[config.mk]
export PLATFORM = sky130hd
export DESIGN_NAME = dram_bank_timing_monitor
export DESIGN_NICKNAME = d
export VERILOG_FILES = /design/src/rtl/bank_mon_pkg.sv /design/src/rtl/bank_mon_decode.sv /design/src/rtl/bank_mon_age.sv /design/src/rtl/bank_mon_bank.sv /design/src/rtl/bank_mon_refresh.sv /design/src/rtl/dram_bank_timing_monitor.sv
export SDC_FILE = /design/constraint.sdc
export NUM_CORES = 1
export LEC_CHECK = 0
export BUFFER_PORTS_ARGS = -buffer_cell sky130_fd_sc_hd__buf_4
export CORE_AREA = 4 4 172 174
export CTS_CLUSTER_SIZE = 8
export DETAILED_ROUTE_END_ITERATION = 7
export DIE_AREA = 0 0 176 178
export PLACE_DENSITY = 0.44
export REMOVE_ABC_BUFFERS = 1
export SLEW_MARGIN = 5
export SYNTH_ARGS = -nofsm -noshare
export SYNTH_HDL_FRONTEND = slang
export SYNTH_HIERARCHICAL = 1
export SYNTH_SLANG_ARGS = --single-unit
[constraint.sdc]
create_clock -name clk -period 1.71 [get_ports clk]
set_input_delay 0.342 -clock clk [delete_from_list [all_inputs] [get_ports clk]]
set_output_delay 0.342 -clock clk [all_outputs]
set_load 0.02 [all_outputs]
[src/rtl/bank_mon_pkg.sv]
package bank_mon_pkg;

   typedef enum logic [2:0] {
      CMD_NONE,
      CMD_ACT,
      CMD_RD,
      CMD_WR,
      CMD_PRE,
      CMD_REF
   } cmd_e;

   // Per-bank violation flags, produced combinationally before registering.
   typedef struct packed {
      logic act_rw;
      logic pre_act;
      logic act_act;
      logic open_short;
      logic open_long;
      logic proto;
   } bank_err_t;

   // Limit in picoseconds to clock cycles, rounded up.
   function automatic int unsigned ps_to_cyc(input int unsigned t_ps,
                                             input int unsigned clk_ps);
      longint unsigned num;
      num = longint'(t_ps) + longint'(clk_ps) - 64'd1;
      return int'(num / longint'(clk_ps));
   endfunction

endpackage

[src/rtl/bank_mon_decode.sv]
module bank_mon_decode
   import bank_mon_pkg::*;
#(
   parameter int unsigned NUM_BANKS = 4,
   parameter int unsigned BANK_W    = 2
) (
   input  logic                 sel_n,
   input  logic                 row_n,
   input  logic                 col_n,
   input  logic                 wr_n,
   input  logic [BANK_W-1:0]    bank_addr,
   input  logic                 addr_b10,
   output cmd_e                 cmd,
   output logic [NUM_BANKS-1:0] bank_hit,
   output logic                 pre_all
);

   always_comb begin
      cmd = CMD_NONE;
      if (!sel_n) begin
         case ({row_n, col_n, wr_n})
            3'b011:  cmd = CMD_ACT;
            3'b101:  cmd = CMD_RD;
            3'b100:  cmd = CMD_WR;
            3'b010:  cmd = CMD_PRE;
            3'b001:  cmd = CMD_REF;
            default: cmd = CMD_NONE;
         endcase
      end
   end

   for (genvar g = 0; g < NUM_BANKS; g++) begin : g_hit
      assign bank_hit[g] = (bank_addr == BANK_W'(g));
   end

   assign pre_all = (cmd == CMD_PRE) && addr_b10;

endmodule

[src/rtl/bank_mon_age.sv]
module bank_mon_age #(
   parameter int unsigned W    = 8,
   parameter int unsigned SAT  = 255,
   parameter int unsigned INIT = 0
) (
   input  logic         clk,
   input  logic         rst_n,
   input  logic         restart,
   output logic [W-1:0] age
);

   localparam logic [W-1:0] SAT_V  = W'(SAT);
   localparam logic [W-1:0] INIT_V = W'(INIT);
   localparam logic [W-1:0] ONE_V  = W'(1);

   if (W == 0 || W > 31) begin : g_bad_width
      $error("bank_mon_age: width out of range");
   end
   if (longint'(SAT) >= (longint'(1) << W)) begin : g_bad_sat
      $error("bank_mon_age: saturation value does not fit width");
   end
   if (INIT > SAT) begin : g_bad_init
      $error("bank_mon_age: reset value above saturation");
   end

   always_ff @(posedge clk or negedge rst_n) begin
      if (!rst_n) begin
         age <= INIT_V;
      end else if (restart) begin
         age <= ONE_V;
      end else if (age != SAT_V) begin
         age <= age + ONE_V;
      end
   end

endmodule

[src/rtl/bank_mon_bank.sv]
module bank_mon_bank
   import bank_mon_pkg::*;
#(
   parameter int unsigned CNT_W        = 8,
   parameter int unsigned ACT_RW_CYC   = 3,
   parameter int unsigned PRE_ACT_CYC  = 3,
   parameter int unsigned ACT_ACT_CYC  = 12,
   parameter int unsigned OPEN_MIN_CYC = 9,
   parameter int unsigned OPEN_MAX_CYC = 200
) (
   input  logic      clk,
   input  logic      rst_n,
   input  logic      do_act,
   input  logic      do_rw,
   input  logic      do_pre,
   output logic      is_open,
   output bank_err_t err
);

   localparam int unsigned SAT = OPEN_MAX_CYC + 2;
   localparam logic [CNT_W-1:0] ACT_RW_V   = CNT_W'(ACT_RW_CYC);
   localparam logic [CNT_W-1:0] PRE_ACT_V  = CNT_W'(PRE_ACT_CYC);
   localparam logic [CNT_W-1:0] ACT_ACT_V  = CNT_W'(ACT_ACT_CYC);
   localparam logic [CNT_W-1:0] OPEN_MIN_V = CNT_W'(OPEN_MIN_CYC);
   localparam logic [CNT_W-1:0] OPEN_END_V = CNT_W'(OPEN_MAX_CYC + 1);

   logic [CNT_W-1:0] act_age;
   logic [CNT_W-1:0] pre_age;
   logic             close_now;

   // Precharge only counts when it actually closes a row.
   assign close_now = do_pre && is_open;

   bank_mon_age #(.W(CNT_W), .SAT(SAT), .INIT(SAT)) u_act_age (
      .clk     (clk),
      .rst_n   (rst_n),
      .restart (do_act),
      .age     (act_age)
   );

   bank_mon_age #(.W(CNT_W), .SAT(SAT), .INIT(SAT)) u_pre_age (
      .clk     (clk),
      .rst_n   (rst_n),
      .restart (close_now),
      .age     (pre_age)
   );

   always_comb begin
      err            = '0;
      err.act_act    = do_act && (act_age < ACT_ACT_V);
      err.pre_act    = do_act && (pre_age < PRE_ACT_V);
      err.act_rw     = do_rw && is_open && (act_age < ACT_RW_V);
      err.open_short = close_now && (act_age < OPEN_MIN_V);
      err.open_long  = is_open && (act_age == OPEN_END_V);
      err.proto      = (do_act && is_open) || (do_rw && !is_open);
   end

   always_ff @(posedge clk or negedge rst_n) begin
      if (!rst_n) begin
         is_open <= 1'b0;
      end else if (do_act) begin
         is_open <= 1'b1;
      end else if (close_now) begin
         is_open <= 1'b0;
      end
   end

endmodule

[src/rtl/bank_mon_refresh.sv]
module bank_mon_refresh #(
   parameter int unsigned REF_CYC = 1560,
   parameter int unsigned REF_W   = 11
) (
   input  logic clk,
   input  logic rst_n,
   input  logic do_ref,
   input  logic any_open,
   output logic late,
   output logic proto
);

   localparam int unsigned SAT = REF_CYC + 2;
   localparam logic [REF_W-1:0] END_V = REF_W'(REF_CYC + 1);

   logic [REF_W-1:0] ref_age;

   // Reset behaves as a refresh on the edge before the first active one.
   bank_mon_age #(.W(REF_W), .SAT(SAT), .INIT(1)) u_ref_age (
      .clk     (clk),
      .rst_n   (rst_n),
      .restart (do_ref),
      .age     (ref_age)
   );

   assign late  = (ref_age == END_V);
   assign proto = do_ref && any_open;

endmodule

[src/rtl/dram_bank_timing_monitor.sv]
module dram_bank_timing_monitor
   import bank_mon_pkg::*;
#(
   parameter int unsigned NUM_BANKS     = 4,
   parameter int unsigned CLK_PERIOD_PS = 5000,
   parameter int unsigned T_ACT_RW_PS   = 15000,
   parameter int unsigned T_PRE_ACT_PS  = 15000,
   parameter int unsigned T_ACT_ACT_PS  = 60000,
   parameter int unsigned T_OPEN_MIN_PS = 45000,
   parameter int unsigned T_OPEN_MAX_PS = 70000000,
   parameter int unsigned T_REF_INTV_PS = 7800000,
   localparam int unsigned BANK_W       = (NUM_BANKS > 1) ? $clog2(NUM_BANKS) : 1
) (
   input  logic                 clk,
   input  logic                 rst_n,
   input  logic                 sel_n,
   input  logic                 row_n,
   input  logic                 col_n,
   input  logic                 wr_n,
   input  logic [BANK_W-1:0]    bank_addr,
   input  logic                 addr_b10,
   output logic [NUM_BANKS-1:0] bank_open,
   output logic                 err_act_to_rw,
   output logic                 err_pre_to_act,
   output logic                 err_act_to_act,
   output logic                 err_open_short,
   output logic                 err_open_long,
   output logic                 err_refresh_late,
   output logic                 err_protocol
);

   localparam int unsigned ACT_RW_CYC   = ps_to_cyc(T_ACT_RW_PS,   CLK_PERIOD_PS);
   localparam int unsigned PRE_ACT_CYC  = ps_to_cyc(T_PRE_ACT_PS,  CLK_PERIOD_PS);
   localparam int unsigned ACT_ACT_CYC  = ps_to_cyc(T_ACT_ACT_PS,  CLK_PERIOD_PS);
   localparam int unsigned OPEN_MIN_CYC = ps_to_cyc(T_OPEN_MIN_PS, CLK_PERIOD_PS);
   localparam int unsigned OPEN_MAX_CYC = ps_to_cyc(T_OPEN_MAX_PS, CLK_PERIOD_PS);
   localparam int unsigned REF_CYC      = ps_to_cyc(T_REF_INTV_PS, CLK_PERIOD_PS);
   localparam int unsigned CNT_W        = $clog2(OPEN_MAX_CYC + 3);
   localparam int unsigned REF_W        = $clog2(REF_CYC + 3);

   // Elaboration-time parameter checks.
   if (NUM_BANKS < 2 || (1 << BANK_W) != NUM_BANKS) begin : g_bad_banks
      $error("bank count must be a power of two, at least 2");
   end
   if (CLK_PERIOD_PS == 0) begin : g_bad_period
      $error("clock period must be non-zero");
   end
   if (ACT_RW_CYC == 0 || PRE_ACT_CYC == 0 || ACT_ACT_CYC == 0 ||
       OPEN_MIN_CYC == 0 || REF_CYC == 0) begin : g_bad_zero
      $error("every timing limit must be at least one cycle");
   end
   if (OPEN_MIN_CYC > OPEN_MAX_CYC || ACT_ACT_CYC > OPEN_MAX_CYC ||
       ACT_RW_CYC > OPEN_MAX_CYC || PRE_ACT_CYC > OPEN_MAX_CYC) begin : g_bad_order
      $error("minimum limits must not exceed the maximum open time");
   end

   cmd_e                 cmd;
   logic [NUM_BANKS-1:0] bank_hit;
   logic                 pre_all;

   bank_mon_decode #(.NUM_BANKS(NUM_BANKS), .BANK_W(BANK_W)) u_decode (
      .sel_n     (sel_n),
      .row_n     (row_n),
      .col_n     (col_n),
      .wr_n      (wr_n),
      .bank_addr (bank_addr),
      .addr_b10  (addr_b10),
      .cmd       (cmd),
      .bank_hit  (bank_hit),
      .pre_all   (pre_all)
   );

   logic [NUM_BANKS-1:0] open_vec;
   logic [NUM_BANKS-1:0] v_act_rw, v_pre_act, v_act_act;
   logic [NUM_BANKS-1:0] v_short, v_long, v_proto;

   for (genvar g = 0; g < NUM_BANKS; g++) begin : g_bank
      bank_err_t be;
      logic      b_act, b_rw, b_pre;

      assign b_act = (cmd == CMD_ACT) && bank_hit[g];
      assign b_rw  = ((cmd == CMD_RD) || (cmd == CMD_WR)) && bank_hit[g];
      assign b_pre = (cmd == CMD_PRE) && (pre_all || bank_hit[g]);

      bank_mon_bank #(
         .CNT_W        (CNT_W),
         .ACT_RW_CYC   (ACT_RW_CYC),
         .PRE_ACT_CYC  (PRE_ACT_CYC),
         .ACT_ACT_CYC  (ACT_ACT_CYC),
         .OPEN_MIN_CYC (OPEN_MIN_CYC),
         .OPEN_MAX_CYC (OPEN_MAX_CYC)
      ) u_bank (
         .clk     (clk),
         .rst_n   (rst_n),
         .do_act  (b_act),
         .do_rw   (b_rw),
         .do_pre  (b_pre),
         .is_open (open_vec[g]),
         .err     (be)
      );

      assign v_act_rw[g]  = be.act_rw;
      assign v_pre_act[g] = be.pre_act;
      assign v_act_act[g] = be.act_act;
      assign v_short[g]   = be.open_short;
      assign v_long[g]    = be.open_long;
      assign v_proto[g]   = be.proto;
   end

   logic ref_late, ref_proto;

   bank_mon_refresh #(.REF_CYC(REF_CYC), .REF_W(REF_W)) u_refresh (
      .clk      (clk),
      .rst_n    (rst_n),
      .do_ref   (cmd == CMD_REF),
      .any_open (|open_vec),
      .late     (ref_late),
      .proto    (ref_proto)
   );

   assign bank_open = open_vec;

   always_ff @(posedge clk or negedge rst_n) begin
      if (!rst_n) begin
         err_act_to_rw    <= 1'b0;
         err_pre_to_act   <= 1'b0;
         err_act_to_act   <= 1'b0;
         err_open_short   <= 1'b0;
         err_open_long    <= 1'b0;
         err_refresh_late <= 1'b0;
         err_protocol     <= 1'b0;
      end else begin
         err_act_to_rw    <= |v_act_rw;
         err_pre_to_act   <= |v_pre_act;
         err_act_to_act   <= |v_act_act;
         err_open_short   <= |v_short;
         err_open_long    <= |v_long;
         err_refresh_late <= ref_late;
         err_protocol     <= (|v_proto) || ref_proto;
      end
   end

endmodule

==> flow_summary.ini <==
[place]
hpwl_mm = 15.3
gp_congestion = 0.782
portBuffers = 19

[synth]
yosys_warnings = 6
synth-edff-count = 0
yosysTopAreaCell = dfrtp_1
async_reset_ff_share_pct = 100
synthTopCellsByArea = dfrtp_1 21%, dfstp_2 21%, nor2_1 4.8%
ys_seq_area_share_pct = 41.4
syn_inst = 880
syn_area_per_cell_um2 = 9.42
synth_top_area_share_pct = 20.8
syn_area_mm2 = 0.00829
synth-main-ff-cell = dfrtp_1
synth.distinct_cells = 46
ys_ff_latch = 134

[clock_network]
numCtsBuffers = 17
clockBufferDepth = 2
clock_latency_ns = 0.41
clk_pin_slew_ns = 0.06
cts_tree = yes
clock_sinks = 134
ctsHtreeMaxLevel = 4
cts-root-buf = clkbuf_16

[route]
drt_iter0_drc = 434
routed_via_density = 4.93
wl_per_cell_um = 14.8
ant_nets = 0
drc_errors = 0
first_pass_iters = 5
wl_mm = 21.7
vias = 7198

[power_and_ir_drop]
ir_drop_v = 0.000688
leakage_nw = 4.62
powerDensity_mw_per_mm2 = 1450
total_power_w = 0.0168

[finish]
diodes = 0
drive_above_1_share_pct = 42.9
num-fill-cells = 2767
nNetsFinal = 1096
post-route-util_pct = 41.7
syn_to_final_growth_pct = 39.6

[sta]
worstMarginPinSlew_ns = 0.414
slew_headroom_pct = 72.3
fin_ws_ns = -0.0631
finClkSkew_ns = 0.00895
timing.fmax_ghz = 0.564
finalHoldViolCount = 0
finalCritPeriodShare_pct = 104
worst_hold_slack_ns = 0.371
finalSetupViolations = 6
timing.setup.tns_ns = -0.214
maxSlewViolCount = 0
rsz0062_at_grt = yes
period_minus_slack_ns = 1.77

[global_routing]
grt_pass1_vias = 6952
antenna_found_initial = 0
grt_max_degree = 34
grt_overflow = 0
grt_use_total_pct = 14.0
grt_pass1_wl_mm = 36.1

[setup_path]
critPathArrivalTime_ns = 2.12
cp_max_fo = 6
r2r_start = g_bank[3].u_bank/u_pre_age/age[7]
end_kind = register
startpoint = g_bank[3].u_bank/u_pre_age/age[7]
critPathKind = reg -> reg
cp-start-kind = register
cp.required_ns = 2.05

[status]
violations = negative setup slack
outcome = finished, violations left

[floorplanning]
start_util_pct = 29.9
rows = 61
io_pins = 20
die_area_mm2 = 0.0313
die_w_um = 176
core_area_mm2 = 0.0278
die_y_um = 178

[run]
maxCapViolations = 0

[worst_hold_path]
hold_class = in -> async
==> sequential cells by signal, summed over array words and instances (netlist names) <==
register and flops:
err_protocol 1, err_open_short 1, u_refresh/u_ref_age/age 11, g_bank.u_bank/is_open 4
err_open_long 1, g_bank.u_bank/u_pre_age/age 56, err_act_to_rw 1, g_bank.u_bank/u_act_age/age 56
err_pre_to_act 1, err_refresh_late 1, err_act_to_act 1
==> cells in the mapped netlist, drive strengths merged (8+ instances only) <==
master,number
nand4,22
nor2,105
nor4,58
buf,8
dfrtp,69
inv,47
a21oi,46
mux2i,9
ha,18
xor2,10
dfstp,65
or3,26
nor3,14
clkbuf,17
mux2,41
nand3,44
xnor2,9
nand2b,14
and2,14
o21ai,30
nor2b,43
nand4b,21
o31ai,28
nand2,53
or4,35
o22ai,9
==> layout make-up <==
type                            count  area (um2)  share of cell area (%)
Timing Repair Buffer              195        1670                    14.5
Sequential cell                   134        3440                    29.7
Multi-Input combinational cell    674        5180                    44.8
Tap cell                          378         473                    4.08
Clock buffer                       20         457                    3.94
Clock inverter                     12         176                    1.52
Inverter                           47         181                    1.57
==> metal layers <==
metal	global-route usage, %	share of wire (%)	vias up
met5	0	0	-
met4	2.63	0.56	0
met3	2.69	2.7	10
met2	21.6	45	81
met1	20.5	51	3500
li1	-	-	3607
==> through the flow <==
| stage | instances | cell area, um2 | worst slack, ns |
|---|---|---|---|
| after floorplan | 855 | 8170 | -0.467 |
| after global placement | 1406 | 10000 | -0.569 |
| after detailed placement | 1406 | 10000 | -0.557 |
| after CTS | 1439 | 10800 | -0.0318 |
| after global routing | 1460 | 11600 | -0.144 |
| final | 1460 | 11600 | -0.0631 |
==> worst paths after layout <==
path | endpoint | slack (ns) | cells after the start
min in group clk | g_bank[3].u_bank/is_open | 0.49 | 4
max in group asynchronous | g_bank[1].u_bank/u_pre_age/age[12] | 0.74 | 3
setup / recovery | g_bank[3].u_bank/u_pre_age/age[13] | -0.06 | 3
hold reg to reg | g_bank[2].u_bank/u_pre_age/age[7] | 0.52 | 2
hold / removal | g_bank[3].u_bank/u_act_age/age[6] | 0.37 | 2
setup reg to reg | g_bank[3].u_bank/u_pre_age/age[13] | -0.06 | 3
==> cell usage in the layout, fill, tap and decap left out, drive strengths merged, types with 3 or more instances in the layout <==
master / n
nand2b: 14
buf: 193
clkbuf: 21
or4: 35
inv: 47
a21oi: 46
ha: 18
clkinv: 6
a211oi: 4
o22ai: 9
dfstp: 65
o31ai: 28
o21ai: 30
nor4: 58
dfrtp: 69
nand3: 44
nor3: 14
a2111oi: 4
nand2: 53
mux2i: 9
mux2: 41
xor2: 10
nor2: 105
nand4b: 21
o21a: 4
and2: 14
nor2b: 43
nand4: 22
xnor2: 9
bufinv: 4
nor3b: 3
or3: 26
and4: 4
==> worst max-delay path, stage by stage (launching register included) <==
cell and delay, ns:
dfstp_2 0.57, nand3_1 0.29, nor4_1 0.47, mux2_2 0.38
==> report_power, final <==
group	internal, W	switching, W	leakage [nW]	total (W)
Combinational	0.00347	0.00330	2.77	0.00678
Clock	0.00252	0.00145	0.306	0.00397
Sequential	0.00460	0.00148	1.54	0.00608
Total	0.0106	0.00623	4.62	0.0168
==> what timing repair did <==
action,4_1_cts,5_1_grt
hold endpoints to repair,12,0
setup endpoints to repair,33,70
pin swaps,14,44
hold buffers,1,0
cloned,0,1
gates resized for setup,33,112
buffers inserted,1,21
==> cell families after synthesis <==
kind of cell	after synthesis	synth area share [%]
simple gates	461	33.8
flops	134	41.4
compound gates	126	9.34
buf+inv	72	3.62
mux	50	7.06
xor+xnor	19	2.01
fa+ha+maj	18	2.72
Note: power is estimated with default switching activity, not from simulation.
